$ cat src/rtl/fcd_pkg.sv
package fcd_pkg;
   typedef enum logic [1:0] {
      S_IDLE   = 2'd0,
      S_UNLK1  = 2'd1,
      S_UNLK2  = 2'd2,
      S_STATUS = 2'd3
   } fcd_state_e;

   localparam logic TGT_PRIMARY   = 1'b0;
   localparam logic TGT_SECONDARY = 1'b1;
endpackage

$ cat src/rtl/fcd_bus_qual.sv
module fcd_bus_qual #(
   parameter int unsigned NUM_PRIM = 8,
   parameter int unsigned NUM_BOOT = 4
) (
   input  logic                bus_valid_i,
   input  logic                bus_we_i,
   input  logic [NUM_PRIM-1:0] prim_sel_i,
   input  logic [NUM_BOOT-1:0] boot_sel_i,
   output logic                wr_acc_o,
   output logic                rd_acc_o,
   output logic                wr_tgt_o,
   output logic                prim_any_o,
   output logic                boot_any_o
);
   import fcd_pkg::*;

   logic sel_any;

   assign prim_any_o = |prim_sel_i;
   assign boot_any_o = |boot_sel_i;
   assign sel_any    = prim_any_o | boot_any_o;

   // writes and reads only count toward the array while some select is high
   assign wr_acc_o = bus_valid_i &  bus_we_i & sel_any;
   assign rd_acc_o = bus_valid_i & ~bus_we_i & sel_any;

   // primary selects take precedence when both groups are asserted
   assign wr_tgt_o = prim_any_o ? TGT_PRIMARY : TGT_SECONDARY;
endmodule

$ cat src/rtl/fcd_timeout.sv
module fcd_timeout #(
   parameter int unsigned LIMIT = 1024
) (
   input  logic clk,
   input  logic rst_n,
   input  logic run_i,
   input  logic kick_i,
   output logic expire_o
);
   localparam int unsigned CNT_W = (LIMIT > 1) ? $clog2(LIMIT) : 1;

   generate
      if (LIMIT == 0) begin : g_off
         logic unused_ins;
         assign unused_ins = clk ^ rst_n ^ run_i ^ kick_i;
         assign expire_o   = 1'b0;
      end else begin : g_on
         logic [CNT_W-1:0] cnt_q;
         logic             at_lim;

         assign at_lim   = (cnt_q == CNT_W'(LIMIT - 1));
         assign expire_o = run_i & ~kick_i & at_lim;

         always_ff @(posedge clk or negedge rst_n) begin
            if (!rst_n) begin
               cnt_q <= '0;
            end else if (!run_i || kick_i || expire_o) begin
               cnt_q <= '0;
            end else begin
               cnt_q <= cnt_q + 1'b1;
            end
         end

         // the gap counter never passes the last allowed idle cycle
         p_cnt_bound_r6: assert property (@(posedge clk) disable iff (!rst_n)
            cnt_q <= CNT_W'(LIMIT - 1));

         // an idle window closes the counter back to zero
         p_cnt_clear_r6: assert property (@(posedge clk) disable iff (!rst_n)
            expire_o |=> (cnt_q == '0));
      end
   endgenerate
endmodule

$ cat src/rtl/fcd_seq_fsm.sv
module fcd_seq_fsm #(
   parameter int unsigned        CMP_W      = 12,
   parameter int unsigned        DATA_W     = 8,
   parameter logic [CMP_W-1:0]   UNLOCK_A1  = 'h555,
   parameter logic [CMP_W-1:0]   UNLOCK_A2  = 'hAAA,
   parameter logic [DATA_W-1:0]  KEY1       = 'hAA,
   parameter logic [DATA_W-1:0]  KEY2       = 'h55,
   parameter logic [DATA_W-1:0]  CMD_RESET  = 'hF0,
   parameter logic [DATA_W-1:0]  CMD_STATUS = 'h90
) (
   input  logic                  clk,
   input  logic                  rst_n,
   input  logic                  wr_acc_i,
   input  logic                  wr_tgt_i,
   input  logic [CMP_W-1:0]      addr_lo_i,
   input  logic [DATA_W-1:0]     data_i,
   input  logic                  expire_i,
   output fcd_pkg::fcd_state_e   state_o,
   output logic                  tgt_o,
   output logic                  cmd_valid_o,
   output logic [DATA_W-1:0]     cmd_code_o,
   output logic                  cmd_tgt_o
);
   import fcd_pkg::*;

   fcd_state_e        state_q, state_d;
   logic              tgt_q, tgt_d;
   logic              strobe_d;
   logic              is_reset, hit_a1, hit_a2, same_tgt;
   logic [DATA_W-1:0] code_q;
   logic              cmd_tgt_q, cmd_valid_q;

   assign is_reset = (data_i == CMD_RESET);
   assign hit_a1   = (addr_lo_i == UNLOCK_A1);
   assign hit_a2   = (addr_lo_i == UNLOCK_A2);
   assign same_tgt = (wr_tgt_i == tgt_q);

   always_comb begin
      state_d  = state_q;
      tgt_d    = tgt_q;
      strobe_d = 1'b0;
      if (wr_acc_i) begin
         if (is_reset) begin
            state_d = S_IDLE;
         end else begin
            unique case (state_q)
               S_IDLE, S_STATUS: begin
                  if (data_i == KEY1 && hit_a1) begin
                     state_d = S_UNLK1;
                     tgt_d   = wr_tgt_i;
                  end else begin
                     state_d = S_IDLE;
                  end
               end
               S_UNLK1: begin
                  state_d = (same_tgt && data_i == KEY2 && hit_a2) ? S_UNLK2 : S_IDLE;
               end
               S_UNLK2: begin
                  if (same_tgt && hit_a1) begin
                     strobe_d = 1'b1;
                     state_d  = (data_i == CMD_STATUS) ? S_STATUS : S_IDLE;
                  end else begin
                     state_d = S_IDLE;
                  end
               end
               default: state_d = S_IDLE;
            endcase
         end
      end else if (expire_i) begin
         state_d = S_IDLE;
      end
   end

   always_ff @(posedge clk or negedge rst_n) begin
      if (!rst_n) begin
         state_q     <= S_IDLE;
         tgt_q       <= TGT_PRIMARY;
         cmd_valid_q <= 1'b0;
         code_q      <= '0;
         cmd_tgt_q   <= TGT_PRIMARY;
      end else begin
         state_q     <= state_d;
         tgt_q       <= tgt_d;
         cmd_valid_q <= strobe_d;
         if (strobe_d) begin
            code_q    <= data_i;
            cmd_tgt_q <= tgt_q;
         end
      end
   end

   assign state_o     = state_q;
   assign tgt_o       = tgt_q;
   assign cmd_valid_o = cmd_valid_q;
   assign cmd_code_o  = code_q;
   assign cmd_tgt_o   = cmd_tgt_q;

   // a strobe only ever follows an accepted write in the command step
   p_strobe_src_r2: assert property (@(posedge clk) disable iff (!rst_n)
      cmd_valid_q |-> $past(state_q == S_UNLK2 && wr_acc_i));

   // the strobe lasts a single cycle
   p_strobe_pulse_r2: assert property (@(posedge clk) disable iff (!rst_n)
      cmd_valid_q |=> !cmd_valid_q);

   // without an accepted write, read mode is held
   p_idle_hold_r4: assert property (@(posedge clk) disable iff (!rst_n)
      (!wr_acc_i && state_q == S_IDLE) |=> (state_q == S_IDLE));

   // the strobe carries the target latched on the first unlock write
   p_cmd_target_r5: assert property (@(posedge clk) disable iff (!rst_n)
      cmd_valid_q |-> (cmd_tgt_q == $past(tgt_q)));

   // an expired window ends the sequence
   p_expire_r6: assert property (@(posedge clk) disable iff (!rst_n)
      (expire_i && !wr_acc_i) |=> (state_q == S_IDLE));

   // the reset byte lands in read mode with no strobe
   p_reset_cmd_r8: assert property (@(posedge clk) disable iff (!rst_n)
      (wr_acc_i && is_reset) |=> (state_q == S_IDLE && !cmd_valid_q));

   // status mode survives cycles without an accepted write
   p_status_keep_r9: assert property (@(posedge clk) disable iff (!rst_n)
      (!wr_acc_i && state_q == S_STATUS) |=> (state_q == S_STATUS));

   // an accepted write always leaves status mode
   p_status_exit_r10: assert property (@(posedge clk) disable iff (!rst_n)
      (wr_acc_i && state_q == S_STATUS) |=> (state_q != S_STATUS));
endmodule

$ cat src/rtl/flash_cmd_decoder.sv
module flash_cmd_decoder #(
   parameter int unsigned       ADDR_W      = 16,
   parameter int unsigned       CMP_W       = 12,
   parameter int unsigned       STAT_W      = 8,
   parameter int unsigned       DATA_W      = 8,
   parameter int unsigned       NUM_PRIM    = 8,
   parameter int unsigned       NUM_BOOT    = 4,
   parameter int unsigned       TIMEOUT_CYC = 1024,
   parameter logic [CMP_W-1:0]  UNLOCK_A1   = 'h555,
   parameter logic [CMP_W-1:0]  UNLOCK_A2   = 'hAAA,
   parameter logic [DATA_W-1:0] KEY1        = 'hAA,
   parameter logic [DATA_W-1:0] KEY2        = 'h55,
   parameter logic [DATA_W-1:0] CMD_RESET   = 'hF0,
   parameter logic [DATA_W-1:0] CMD_STATUS  = 'h90,
   parameter logic [STAT_W-1:0] STATUS_OFS  = 'h02
) (
   input  logic                clk,
   input  logic                rst_n,
   input  logic                bus_valid,
   input  logic                bus_we,
   input  logic [ADDR_W-1:0]   bus_addr,
   input  logic [DATA_W-1:0]   bus_data,
   input  logic [NUM_PRIM-1:0] prim_sel,
   input  logic [NUM_BOOT-1:0] boot_sel,
   output logic                cmd_valid,
   output logic [DATA_W-1:0]   cmd_code,
   output logic                cmd_target,
   output logic                status_mode,
   output logic                status_target,
   output logic                rd_status
);
   import fcd_pkg::*;

   generate
      if (CMP_W > ADDR_W || CMP_W == 0) begin : g_bad_cmp
         $error("CMP_W must lie between 1 and ADDR_W");
      end
      if (STAT_W > CMP_W || STAT_W == 0) begin : g_bad_stat
         $error("STAT_W must lie between 1 and CMP_W");
      end
      if (NUM_PRIM == 0 || NUM_BOOT == 0) begin : g_bad_sel
         $error("each select group needs at least one line");
      end
      if (ADDR_W > CMP_W) begin : g_hi_ignored
         logic unused_hi;
         assign unused_hi = ^bus_addr[ADDR_W-1:CMP_W];
      end
   endgenerate

   logic              wr_acc, rd_acc, wr_tgt, prim_any, boot_any;
   logic              expire, seq_run, tgt;
   logic [CMP_W-1:0]  addr_lo;
   fcd_state_e        state;

   assign addr_lo = bus_addr[CMP_W-1:0];

   fcd_bus_qual #(
      .NUM_PRIM (NUM_PRIM),
      .NUM_BOOT (NUM_BOOT)
   ) u_qual (
      .bus_valid_i (bus_valid),
      .bus_we_i    (bus_we),
      .prim_sel_i  (prim_sel),
      .boot_sel_i  (boot_sel),
      .wr_acc_o    (wr_acc),
      .rd_acc_o    (rd_acc),
      .wr_tgt_o    (wr_tgt),
      .prim_any_o  (prim_any),
      .boot_any_o  (boot_any)
   );

   assign seq_run = (state == S_UNLK1) || (state == S_UNLK2);

   fcd_timeout #(
      .LIMIT (TIMEOUT_CYC)
   ) u_tmo (
      .clk      (clk),
      .rst_n    (rst_n),
      .run_i    (seq_run),
      .kick_i   (wr_acc),
      .expire_o (expire)
   );

   fcd_seq_fsm #(
      .CMP_W      (CMP_W),
      .DATA_W     (DATA_W),
      .UNLOCK_A1  (UNLOCK_A1),
      .UNLOCK_A2  (UNLOCK_A2),
      .KEY1       (KEY1),
      .KEY2       (KEY2),
      .CMD_RESET  (CMD_RESET),
      .CMD_STATUS (CMD_STATUS)
   ) u_fsm (
      .clk         (clk),
      .rst_n       (rst_n),
      .wr_acc_i    (wr_acc),
      .wr_tgt_i    (wr_tgt),
      .addr_lo_i   (addr_lo),
      .data_i      (bus_data),
      .expire_i    (expire),
      .state_o     (state),
      .tgt_o       (tgt),
      .cmd_valid_o (cmd_valid),
      .cmd_code_o  (cmd_code),
      .cmd_tgt_o   (cmd_target)
   );

   logic tgt_selected;
   assign tgt_selected  = (tgt == TGT_SECONDARY) ? boot_any : prim_any;
   assign status_mode   = (state == S_STATUS);
   assign status_target = tgt;
   assign rd_status     = rd_acc & status_mode & tgt_selected &
                          (addr_lo[STAT_W-1:0] == STATUS_OFS);

   // status reads are flagged only while the mode is set and on reads
   p_rdstat_read_r7: assert property (@(posedge clk) disable iff (!rst_n)
      rd_status |-> (!bus_we && bus_valid && status_mode));

   // the decoder leaves reset with no strobe pending
   p_no_early_strobe_r1: assert property (@(posedge clk) disable iff (!rst_n)
      $rose(rst_n) |-> !cmd_valid);
endmodule

$ cat config.mk
export PLATFORM = sky130hd
export DESIGN_NAME = flash_cmd_decoder
export DESIGN_NICKNAME = d
export VERILOG_FILES = /design/src/rtl/fcd_pkg.sv /design/src/rtl/fcd_bus_qual.sv /design/src/rtl/fcd_timeout.sv /design/src/rtl/fcd_seq_fsm.sv /design/src/rtl/flash_cmd_decoder.sv
export SDC_FILE = /design/constraint.sdc
export NUM_CORES = 1
export LEC_CHECK = 0
export BUFFER_PORTS_ARGS = -buffer_cell sky130_fd_sc_hd__buf_4
export CAP_MARGIN = 10
export CORE_MARGIN = 3
export CORE_UTILIZATION = 45
export CTS_CLUSTER_DIAMETER = 100
export DETAILED_ROUTE_END_ITERATION = 8
export GPL_TIMING_DRIVEN = 0
export PLACE_DENSITY = 0.79
export SLEW_MARGIN = 40
export SYNTH_ARGS = -nofsm -noshare
export SYNTH_HDL_FRONTEND = slang
export SYNTH_SLANG_ARGS = --single-unit
export TNS_END_PERCENT = 100
$ cat constraint.sdc
create_clock -name clk -period 3.1 [get_ports clk]
set_clock_uncertainty 0.05 [all_clocks]
set_input_delay 0.62 -clock clk [delete_from_list [all_inputs] [get_ports clk]]
set_output_delay 0.62 -clock clk [all_outputs]
set_load 0.02 [all_outputs]
==> results of run 1 <==
[flip-flops by register name, indices dropped and copies added, names as in the netlist]
| register | cells |
|---|---|
| u_fsm.cmd_valid_o | 1 |
| u_fsm.cmd_code_o | 8 |
| u_fsm.cmd_tgt_o | 1 |
| u_tmo.g_on.cnt_q | 10 |
| u_fsm.state_o | 2 |
| u_fsm.tgt_o | 1 |
[cells in the final DEF, fill, tap and decap left out, drive strengths merged, types with 2 or more instances in the layout]
cell    count
and4        6
and3        4
dfrtp      23
o21ai      11
inv         5
nor3        5
nor3b       2
nand4      32
ha          4
nand3       4
buf        52
xor2        7
nand4b      4
or4        11
o211ai      3
nor2       13
nand2      17
a21oi       8
nor4        3
nor2b      17
a221oi      8
clkbuf     10
[area by class of cell]
type / count / area (um^2) / area share
multi-input combinational: 172 / 1190 / 0.517
sequential: 23 / 576 / 0.249
timing repair buffer: 48 / 360 / 0.156
tap: 48 / 60.1 / 0.0260
buffer: 11 / 51.3 / 0.0222
clock buffer: 3 / 41.3 / 0.0179
inverter: 5 / 18.8 / 0.00813
clock inverter: 1 / 7.51 / 0.00325
[power by group through the flow]
stage	logic (mW)	clock network, mW	registers, mW
final	0.0897	0.191	0.300
after floorplan	0.0287	0	0.306
after global routing	0.0974	0.207	0.300
after detailed placement	0.0891	0	0.306
after global placement	0.0876	0	0.306
after CTS	0.0892	0.194	0.300
[how the worst max path moves through the flow]
stage / start / to / slack, ns / cells after the start
global placement: prim_sel[5] / rd_status / 0.23 / 7
CTS: prim_sel[5] / rd_status / 0.20 / 7
floorplan: prim_sel[5] / rd_status / 0.75 / 5
detailed placement: prim_sel[5] / rd_status / 0.21 / 7
global route: prim_sel[7] / rd_status / 0.05 / 7
finish: prim_sel[5] / rd_status / 0.18 / 7
[per-stage QoR]
step	hold WS, ns	util	setup WS, ns	area (um^2)	instances
4_1_cts	0.194	0.608	0.204	2310	311
6_report	0.184	0.608	0.176	2310	311
3_3_place_gp	0.447	0.595	0.229	2260	307
5_1_grt	0.202	0.608	0.0511	2310	311
3_5_place_dp	0.480	0.595	0.213	2260	307
2_1_floorplan	0.274	-	0.750	1840	211
[cell families (layout without fill, tap and decap cells)]
group,Yosys count,after routing,synth area share
buffers and inverters,16,68,0.0381
xor gates and xnor gates,8,8,0.0381
adders and majority gates,4,4,0.0272
DFF,23,23,0.313
and+or+nand+nor,122,122,0.427
AOI/OAI and AO/OA,36,36,0.145
muxes,2,2,0.0116
[per-layer routing]
metal  up-vias  global-route usage
met5         -                   0
met3         6              0.0245
met1       911               0.278
li1        938                   -
met4         0              0.0532
met2        90               0.331
==> results.md, run 1 <==
- RSZ-0062 raised after global routing: false
- Share of layout cells above drive strength 1: 0.278
- Cells after Synth: 211
- Internal power: 435 uW
- Status: finished, final reports clean
- Rel. slew slack: 0.481
- # hold bufs at CTS: 0
- Crit path max-delay family: simple AND/OR/NAND/NOR gates
- Critical path startpoint category: input pin
- Antenna viol nets, final: 0
- Row count: 22
- Wire length on met1: 2210 um
- Leading area contributor after synthesis: dfrtp_1
- CP Max Fanout: 10
- Avg Vias per Cell: 6.25
- Netlist cell types: 42
- Crit path cell chain: buf_4, nor4_4, buf_2, nand2_1, mux2i_1, nor2_1, buf_4
- F_max: 342 MHz
- Initial Util: 0.485
- Final setup vio count: 0
- Final period utilization: 0.943
- EDFF count, synth: 0
- Sequential-to-total area share from yosys stat: 0.313
- Drt pass-1 iters: 6
- Crit path required time: 2.43 ns
- Mean Syn Cell Area: about 8.7 um^2
- Root buffer cell: clkbuf_8
- Die Wd: 70.0 um
- Crit end category: primary output
- Worst reg-to-reg path cell count: 7
- Detailed-route DRC error count: 0
- Crit path kind: input pin to primary output
- Die span in y: 70.0 um
- Hold Fails Final Rpt: 0
- Number of diodes: 0
- GRT Overall Usage: 0.201
- Syn_nets: 255
- H-tree depth: 1
- Core ar.: 0.00380 mm^2
- Top layer in use: met4
- Gr ovfl total: 0
- Fin nets: 308
- Clock-pin slew on the worst setup and hold paths: 0.09 ns
- TritonCTS clock tree: yes
- Clock Latency Late Sink: 0.26 ns
- Worst-Margin Slew: 0.769 ns
- Mapped Area: 0.00184 mm^2
- WP buf/inv: 3
- Flop pwr share: 0.516
- Top_reg_cell synth: dfrtp_1
- Clock Sinks: 23
- Peak supply drop: 154 uV
- Internal reg-to-reg setup slack: roughly 0.81 ns
- Dominant cells by area after synthesis: dfrtp_1 (31%), nand4_1 (11%), nor2b_1 (5.8%), a221oi_1 (3.8%), nand2_1 (3.5%)
- Synth top cells by count: nand4_1 (32), dfrtp_1 (23), nand2_1 (17), nor2b_1 (17), nor2_1 (13)
- Synth top area share: 0.313
- Most frequent cell after synthesis: nand4_1
- Vias: 1945
- Net switching fraction of the power: 0.251
- Clock Power Share: 0.329
- Critical Path AT: 2.25 ns
- Synthesis Warnings: 0
- Largest net degree at the start of global routing: 24
- Die Area: 0.00489 mm^2
- Max-slew violations: 0
- Async S/R FF share, synth: 1.00
- Iteration-0 DRC Markers: ~190
- Reg2reg start: u_fsm.state_o[0]
- Post-DP HPWL: 3760 um
- RePlAce Congestion: 0.875
- Post-CTS setup buffer count: 0
- I/O pin count: 53
- Sw power: 146 uW
- MaxCap Viol Count: 0
- Slowest CP cell: nor4_4
- Met2 Wirelength: 2280 um
- Initial antenna violation count: 0
- Met3 routed WL: 370 um
- Crit Reg-Reg Endpoint: u_fsm.cmd_code_o[0]
- Port buffer count: 48
- Setup tns final: 0 ns
- TritonCTS buffer count: 3
- DR WL/cell: 15.8 um
- Pwr dens: 251 mW/mm^2
- Clk buf depth: 2
- Vias in the first global route: 1830
- Post-Route WL: 4910 um
- Final worst path period need: 2.92 ns
- Worst min path class: input pin to asynchronous set/reset pin
- Synth-to-layout area growth: 25.5%
- Power, Total: 580 uW
- Global-route wire length before repair: 8370 um
- # fillers: 349
- Comb pwr share: 0.155
- Crit-path max cell delay: 0.47 ns
- FF+latch count, synth: 23
- Most common cell on crit path: buf_4
- Cts repair resizes: 0
- Leak: 0.886 nW
Note: power is estimated with default switching activity, not from simulation.
==> inputs of run 2 (changes only) <==
--- a/config.mk
+++ b/config.mk
@@ -7,7 +7,6 @@
 export LEC_CHECK = 0
 export BUFFER_PORTS_ARGS = -buffer_cell sky130_fd_sc_hd__buf_4
 export CAP_MARGIN = 10
-export CORE_MARGIN = 3
 export CORE_UTILIZATION = 45
 export CTS_CLUSTER_DIAMETER = 100
 export DETAILED_ROUTE_END_ITERATION = 8
==> run 2 against run 1 <==
Compared with the run above:
- critical path depth unchanged
- largest power group unchanged
- non-clock buffer count unchanged
- first-iteration DRC count down 45%
- sequential share of layout area unchanged
==> results.md, run 2 (same netlist as run 1, synthesis figures left out) <==
- Final worst path period need: 2.85 ns (-0.0785 ns)
- F_max: 351 MHz (+2.8%)
- Status: finished, final reports clean
- Post-CTS setup buffer count: 0 (unchanged)
- Die span in y: 66.0 um (-5.7%)
- Core ar.: 0.00380 mm^2 (unchanged)
- Iteration-0 DRC Markers: 103 (-45%)
- # hold bufs at CTS: 0 (unchanged)
- Commonest non-fill, non-tap cell in the layout: buf_4
- Clock Latency Late Sink: 0.27 ns (about the same)
- WP buf/inv: 3 (unchanged)
- Clock-pin slew on the worst setup and hold paths: 0.09 ns (about the same)
- Initial antenna violation count: 0 (unchanged)
- Final setup vio count: 0 (unchanged)
- TritonCTS clock tree: yes
- Critical path startpoint category: input pin
- Hold Fails Final Rpt: 0 (unchanged)
- Share of layout cells above drive strength 1: 0.278 (unchanged)
- Global-route wire length before repair: 8310 um (-0.74%)
- Antenna viol nets, final: 0 (unchanged)
- RSZ-0062 raised after global routing: false
- MaxCap Viol Count: 0 (unchanged)
- Worst hold slack: 0.172 ns (-0.0122 ns)
- Worst min path class: input pin to asynchronous set/reset pin
- RePlAce Congestion: 0.863 (-1.3%)
- Pwr dens: 252 mW/mm^2 (+0.36%)
- Internal reg-to-reg setup slack: 0.77 ns (-0.04 ns)
- Critical Path AT: 2.18 ns (-0.07 ns)
- Worst reg-to-reg path cell count: 7 (unchanged)
- Crit path max-delay family: simple AND/OR/NAND/NOR gates
- Leak: 0.886 nW (unchanged)
- Gr ovfl total: 0 (unchanged)
- Crit path cell chain: buf_4, nor4_4, buf_2, nand2_1, mux2i_1, nor2_1, buf_4
- Crit end category: primary output
- Vias in the first global route: 1825 (-0.27%)
- Slowest CP cell: nor4_4
- Die Wd: 66.0 um (-5.7%)
- Number of diodes: 0 (unchanged)
- Clk buf depth: 2 (unchanged)
- Setup tns final: 0 ns (unchanged)
- Avg Vias per Cell: 6.19 (-0.98%)
- Row count: 22 (unchanged)
- H-tree depth: 1 (unchanged)
- Peak supply drop: 140 uV (-9.0%)
- Rel. slew slack: 0.498 (+0.0169)
- Placed Area: 0.00226 mm^2 (unchanged)
- Root buffer cell: clkbuf_8
- Largest net degree at the start of global routing: 24 (unchanged)
- Die Area: 0.00435 mm^2 (-11%)
- Most common cell on crit path: buf_4
- Commonest non-fill, non-tap cells in the layout: buf_4 (48), nand4_1 (32), dfrtp_1 (23)
- Worst-Margin Slew: 0.743 ns (-0.0251 ns)
- DR WL/cell: 15.2 um (-3.5%)
- Detailed-route DRC error count: 0 (unchanged)
- CP Max Fanout: 10 (unchanged)
- Vias: 1926 (-0.98%)
- I/O pin count: 53 (unchanged)
- Synth-to-layout area growth: 25.5% (unchanged)
- Crit path kind: input pin to primary output
- # fillers: 362 (+3.7%)
- Drt pass-1 iters: 4 (-2)
- Crit-path max cell delay: 0.46 ns (about the same)
- Initial Util: 0.485 (unchanged)
- Cts repair resizes: 0 (unchanged)
- Post-DP HPWL: 3630 um (-3.4%)
- Max FFs per register: 10 (unchanged)
- Crit path required time: 2.43 ns (about the same)
- TritonCTS buffer count: 3 (unchanged)
- Design area: 0.00231 mm^2 (unchanged)
- Max-slew violations: 0 (unchanged)
- Fin nets: 308 (unchanged)
- Clock Sinks: 23 (unchanged)
- Port buffer count: 48 (unchanged)
- Reg2reg start: u_fsm.state_o[0]
- GRT Overall Usage: 0.244 (+0.0428)
- Post-Route WL: 4740 um (-3.5%)
- Largest register by flop count: u_tmo.g_on.cnt_q
- Final period utilization: 0.918 (-0.0253)
- Crit Reg-Reg Endpoint: u_fsm.cmd_code_o[6]
-- run 2: power by group --
group,internal [mW],leakage [nW],switching [mW]
Clock,0.0910,0.0217,0.103
Sequential,0.300,0.274,0.0000000738
Combinational,0.0441,0.590,0.0443
-- run 2: worst reg2reg max path, stage by stage (launching register included) --
cell and delay, ns:
dfrtp_1 0.44, inv_1 0.08, ha_1 0.20, and4_1 0.23
nand4_1 0.28, clkbuf_1 0.33, or4_1 0.54, nand4_1 0.12
-- run 2: worst max-delay path by stage --
| stage | cells after the start | slack [ns] | start | end |
|---|---|---|---|---|
| 6_report | 7 | 0.25 | prim_sel[5] | rd_status |
| 4_1_cts | 7 | 0.27 | prim_sel[5] | rd_status |
| 3_3_place_gp | 7 | 0.28 | prim_sel[5] | rd_status |
| 5_1_grt | 7 | 0.15 | prim_sel[7] | rd_status |
| 3_5_place_dp | 7 | 0.27 | prim_sel[5] | rd_status |
| 2_1_floorplan | 5 | 0.75 | prim_sel[5] | rd_status |
-- run 2: metal layers --
metal	global-route usage	share of wire	up-vias
li1	-	-	937
met1	0.321	0.44	894
met2	0.416	0.48	88
met3	0.0276	0.068	7
met4	0.0745	0.016	0
met5	0	0	-
-- run 2: final cells by class --
cell class / count / area (um^2) / area share
Multi-Input combinational cell: 172 / 1190 / 0.517
Buffer: 11 / 51.3 / 0.0222
Inverter: 5 / 18.8 / 0.00813
Sequential cell: 23 / 576 / 0.249
Clock inverter: 1 / 7.51 / 0.00325
Clock buffer: 3 / 41.3 / 0.0179
Timing Repair Buffer: 48 / 360 / 0.156
Tap cell: 48 / 60.1 / 0.0260
-- run 2: per-stage QoR --
step / std cells / power, mW / setup slack, ns / util
CTS: 311 / 0.583 / 0.265 / 0.608
floorplan: 211 / 0.334 / 0.750 / -
global placement: 307 / 0.393 / 0.279 / 0.595
detailed placement: 307 / 0.394 / 0.269 / 0.595
global route: 311 / 0.603 / 0.146 / 0.608
finish: 311 / 0.582 / 0.255 / 0.608
==> inputs of run 3 (changes only) <==
--- a/config.mk
+++ b/config.mk
@@ -7,11 +7,11 @@
 export LEC_CHECK = 0
 export BUFFER_PORTS_ARGS = -buffer_cell sky130_fd_sc_hd__buf_4
 export CAP_MARGIN = 10
-export CORE_UTILIZATION = 45
+export CORE_UTILIZATION = 56
 export CTS_CLUSTER_DIAMETER = 100
 export DETAILED_ROUTE_END_ITERATION = 8
 export GPL_TIMING_DRIVEN = 0
-export PLACE_DENSITY = 0.79
+export PLACE_DENSITY = 0.93
 export SLEW_MARGIN = 40
 export SYNTH_ARGS = -nofsm -noshare
 export SYNTH_HDL_FRONTEND = slang
==> run 3 against run 2 <==
Compared with the run above:
- the flow now finishes with violations (DRC)
- utilization increased by 13 points
- register-to-register slack about the same
- clock power decreased by 24%
- sequential share of layout area increased by 0.26 points
- combinational power increased by 2%
- sequential power about the same
- total power decreased by 7.6%
- routed wire length increased by 0.67%
- critical path depth unchanged
- maximum frequency about the same
- sequential cell count unchanged
==> results.md, run 3 (same netlist as run 1, synthesis figures left out) <==
- Peak supply drop: 128 uV (-8.6%)
- Port buffer count: 48 (unchanged)
- Iteration-0 DRC Markers: 183 (+78%)
- Crit Reg-Reg Endpoint: u_fsm.cmd_code_o[0]
- Reg area: 576 um^2 (unchanged)
- Pwr dens: 235 mW/mm^2 (-6.6%)
- Placed Area: 0.00226 mm^2 (-0.22%)
- Setup tns final: 0 ns (unchanged)
- Die Area: 0.00352 mm^2 (-19%)
- Top layer in use: met4
- Crit end category: primary output
- Hold Fails Final Rpt: 0 (unchanged)
- RSZ-0062 raised after global routing: false
- Vias: 1969 (+2.2%)
- Fin nets: 308 (unchanged)
- Post-placement setup slack: 0.271 ns (+0.00221 ns)
- Max-slew violations: 0 (unchanged)
- Antenna viol nets, final: 0 (unchanged)
- Largest net degree at the start of global routing: 24 (unchanged)
- Core ar.: 0.00308 mm^2 (-19%)
- Setup crit end: rd_status
- Post-CTS setup buffer count: 0 (unchanged)
- Wire length on met1: 2000 um (-3.8%)
- Commonest non-fill, non-tap cell in the layout: buf_4
- GRT Overall Usage: 0.287 (+0.0435)
- Crit path from: prim_sel[5]
- Crit path required time: 2.43 ns (about the same)
- F_max: 351 MHz (about the same)
- Synth-to-layout area growth: 24.2%
- Worst-Margin Slew: 0.791 ns (+0.0477 ns)
- Final Core Density: 0.743 (+0.135)
- Number of diodes: 0 (unchanged)
- Reg2reg start: u_fsm.state_o[0]
- CP Max Fanout: 10 (unchanged)
- Final worst path period need: 2.85 ns (+0.00244 ns)
- MaxCap Viol Count: 0 (unchanged)
- Rel. slew slack: 0.466 (-0.0322)
- Clock Latency Late Sink: 0.32 ns (+0.05 ns)
- Critical Path AT: 2.18 ns (about the same)
- Inst Count DP: 303 (-1.3%)
- DR WL/cell: 15.6 um (+2.0%)
- RePlAce Congestion: 0.913 (+5.7%)
- # fillers: 217 (-40%)
- Avg Vias per Cell: 6.41 (+3.6%)
- Vias in the first global route: 1756 (-3.8%)
- Die span in y: 59.3 um (-10%)
- Leak: 0.879 nW (-0.88%)
- Critical path startpoint category: input pin
- Setup ws final: 0.252 ns (-0.00244 ns)
- Post-DP HPWL: 3570 um (-1.7%)
- Met3 routed WL: 419 um (+31%)
- I/O pin count: 53 (unchanged)
- Global-route wire length before repair: 7840 um (-5.6%)
- Drt pass-1 iters: 7 (+3)
- Gr ovfl total: 0 (unchanged)
- Multi-input logic area: 0.00119 mm^2 (unchanged)
- Share of layout cells above drive strength 1: 0.278 (unchanged)
- Clock-pin slew on the worst setup and hold paths: 0.14 ns (+0.05 ns)
- H-tree depth: 1 (unchanged)
- Worst min path class: input pin to asynchronous set/reset pin
- TritonCTS clock tree: yes
- Initial Util: 0.598 (+0.113)
- Detailed-route DRC error count: 1 (+1)
- Design area: 0.00229 mm^2 (-1.0%)
- Internal reg-to-reg setup slack: 0.77 ns (about the same)
- Die Wd: 59.3 um (-10%)
- # hold bufs at CTS: 0 (unchanged)
- Clk buf depth: 2 (unchanged)
- TritonCTS buffer count: 3 (unchanged)
- Crit path kind: input pin to primary output
- Max FFs per register: 10 (unchanged)
- Largest register by flop count: u_tmo.g_on.cnt_q
- Failing checks: DRC
- Final setup vio count: 0 (unchanged)
- Final std cells w/o fill: 307 (-1.3%)
- Cts repair resizes: 0 (unchanged)
- Met2 Wirelength: 2190 um (-3.6%)
- Final period utilization: 0.919 (about the same)
- Post-Route WL: 4770 um (+0.67%)
- Clock Sinks: 23 (unchanged)
- Initial antenna violation count: 0 (unchanged)
- Worst reg-to-reg path cell count: 7 (unchanged)
- Status: finished with violations
- Commonest non-fill, non-tap cells in the layout: buf_4 (48), nand4_1 (32), dfrtp_1 (23)
- Row count: 20 (-9.1%)
- Root buffer cell: clkbuf_4
==> run 3: how the worst min path moves through the flow <==
stage / end / slack [ns] / depth (start not counted)
detailed placement: u_tmo.g_on.cnt_q[0] / 0.46 / 1
global route: u_fsm.cmd_valid_o / 0.13 / 1
CTS: u_fsm.cmd_valid_o / 0.13 / 1
floorplan: u_fsm.cmd_code_o[0] / 0.27 / 0
finish: u_fsm.state_o[1] / 0.12 / 1
global placement: u_tmo.g_on.cnt_q[0] / 0.45 / 1
==> run 3: power breakdown <==
part | leakage (nW) | switching, mW | internal (mW) | total, mW
logic | 0.590 | 0.0460 | 0.0441 | 0.0901
registers | 0.274 | 0.0000000656 | 0.300 | 0.300
clock network | 0.0139 | 0.0987 | 0.0492 | 0.148
==> run 3: layout make-up <==
type	instances	share of cell area
plain buffers	11	0.0224
clock buffers	3	0.00985
multi-input cells	172	0.523
inverters	5	0.00821
clock inverters	1	0.00328
well taps	44	0.0241
repair buffers	48	0.158
flip-flops and latches	23	0.252
==> run 3: stage by stage <==
step | power [mW] | hold WS, ns
after global routing | 0.555 | 0.126
after floorplan | 0.334 | 0.274
final | 0.538 | 0.122
after detailed placement | 0.395 | 0.455
after CTS | 0.538 | 0.127
after global placement | 0.393 | 0.452
==> run 3: layer usage <==
metal	track usage	vias to the layer above
li1	-	932
met1	0.395	878
met2	0.453	131
met3	0.0393	28
met4	0.119	0
met5	0	-
==> run 3: worst max-delay path, cell delays in order <==
cell,delay (ns)
buf_4,0.12
nor4_4,0.47
buf_2,0.31
nand2_1,0.25
mux2i_1,0.20
nor2_1,0.06
buf_4,0.15
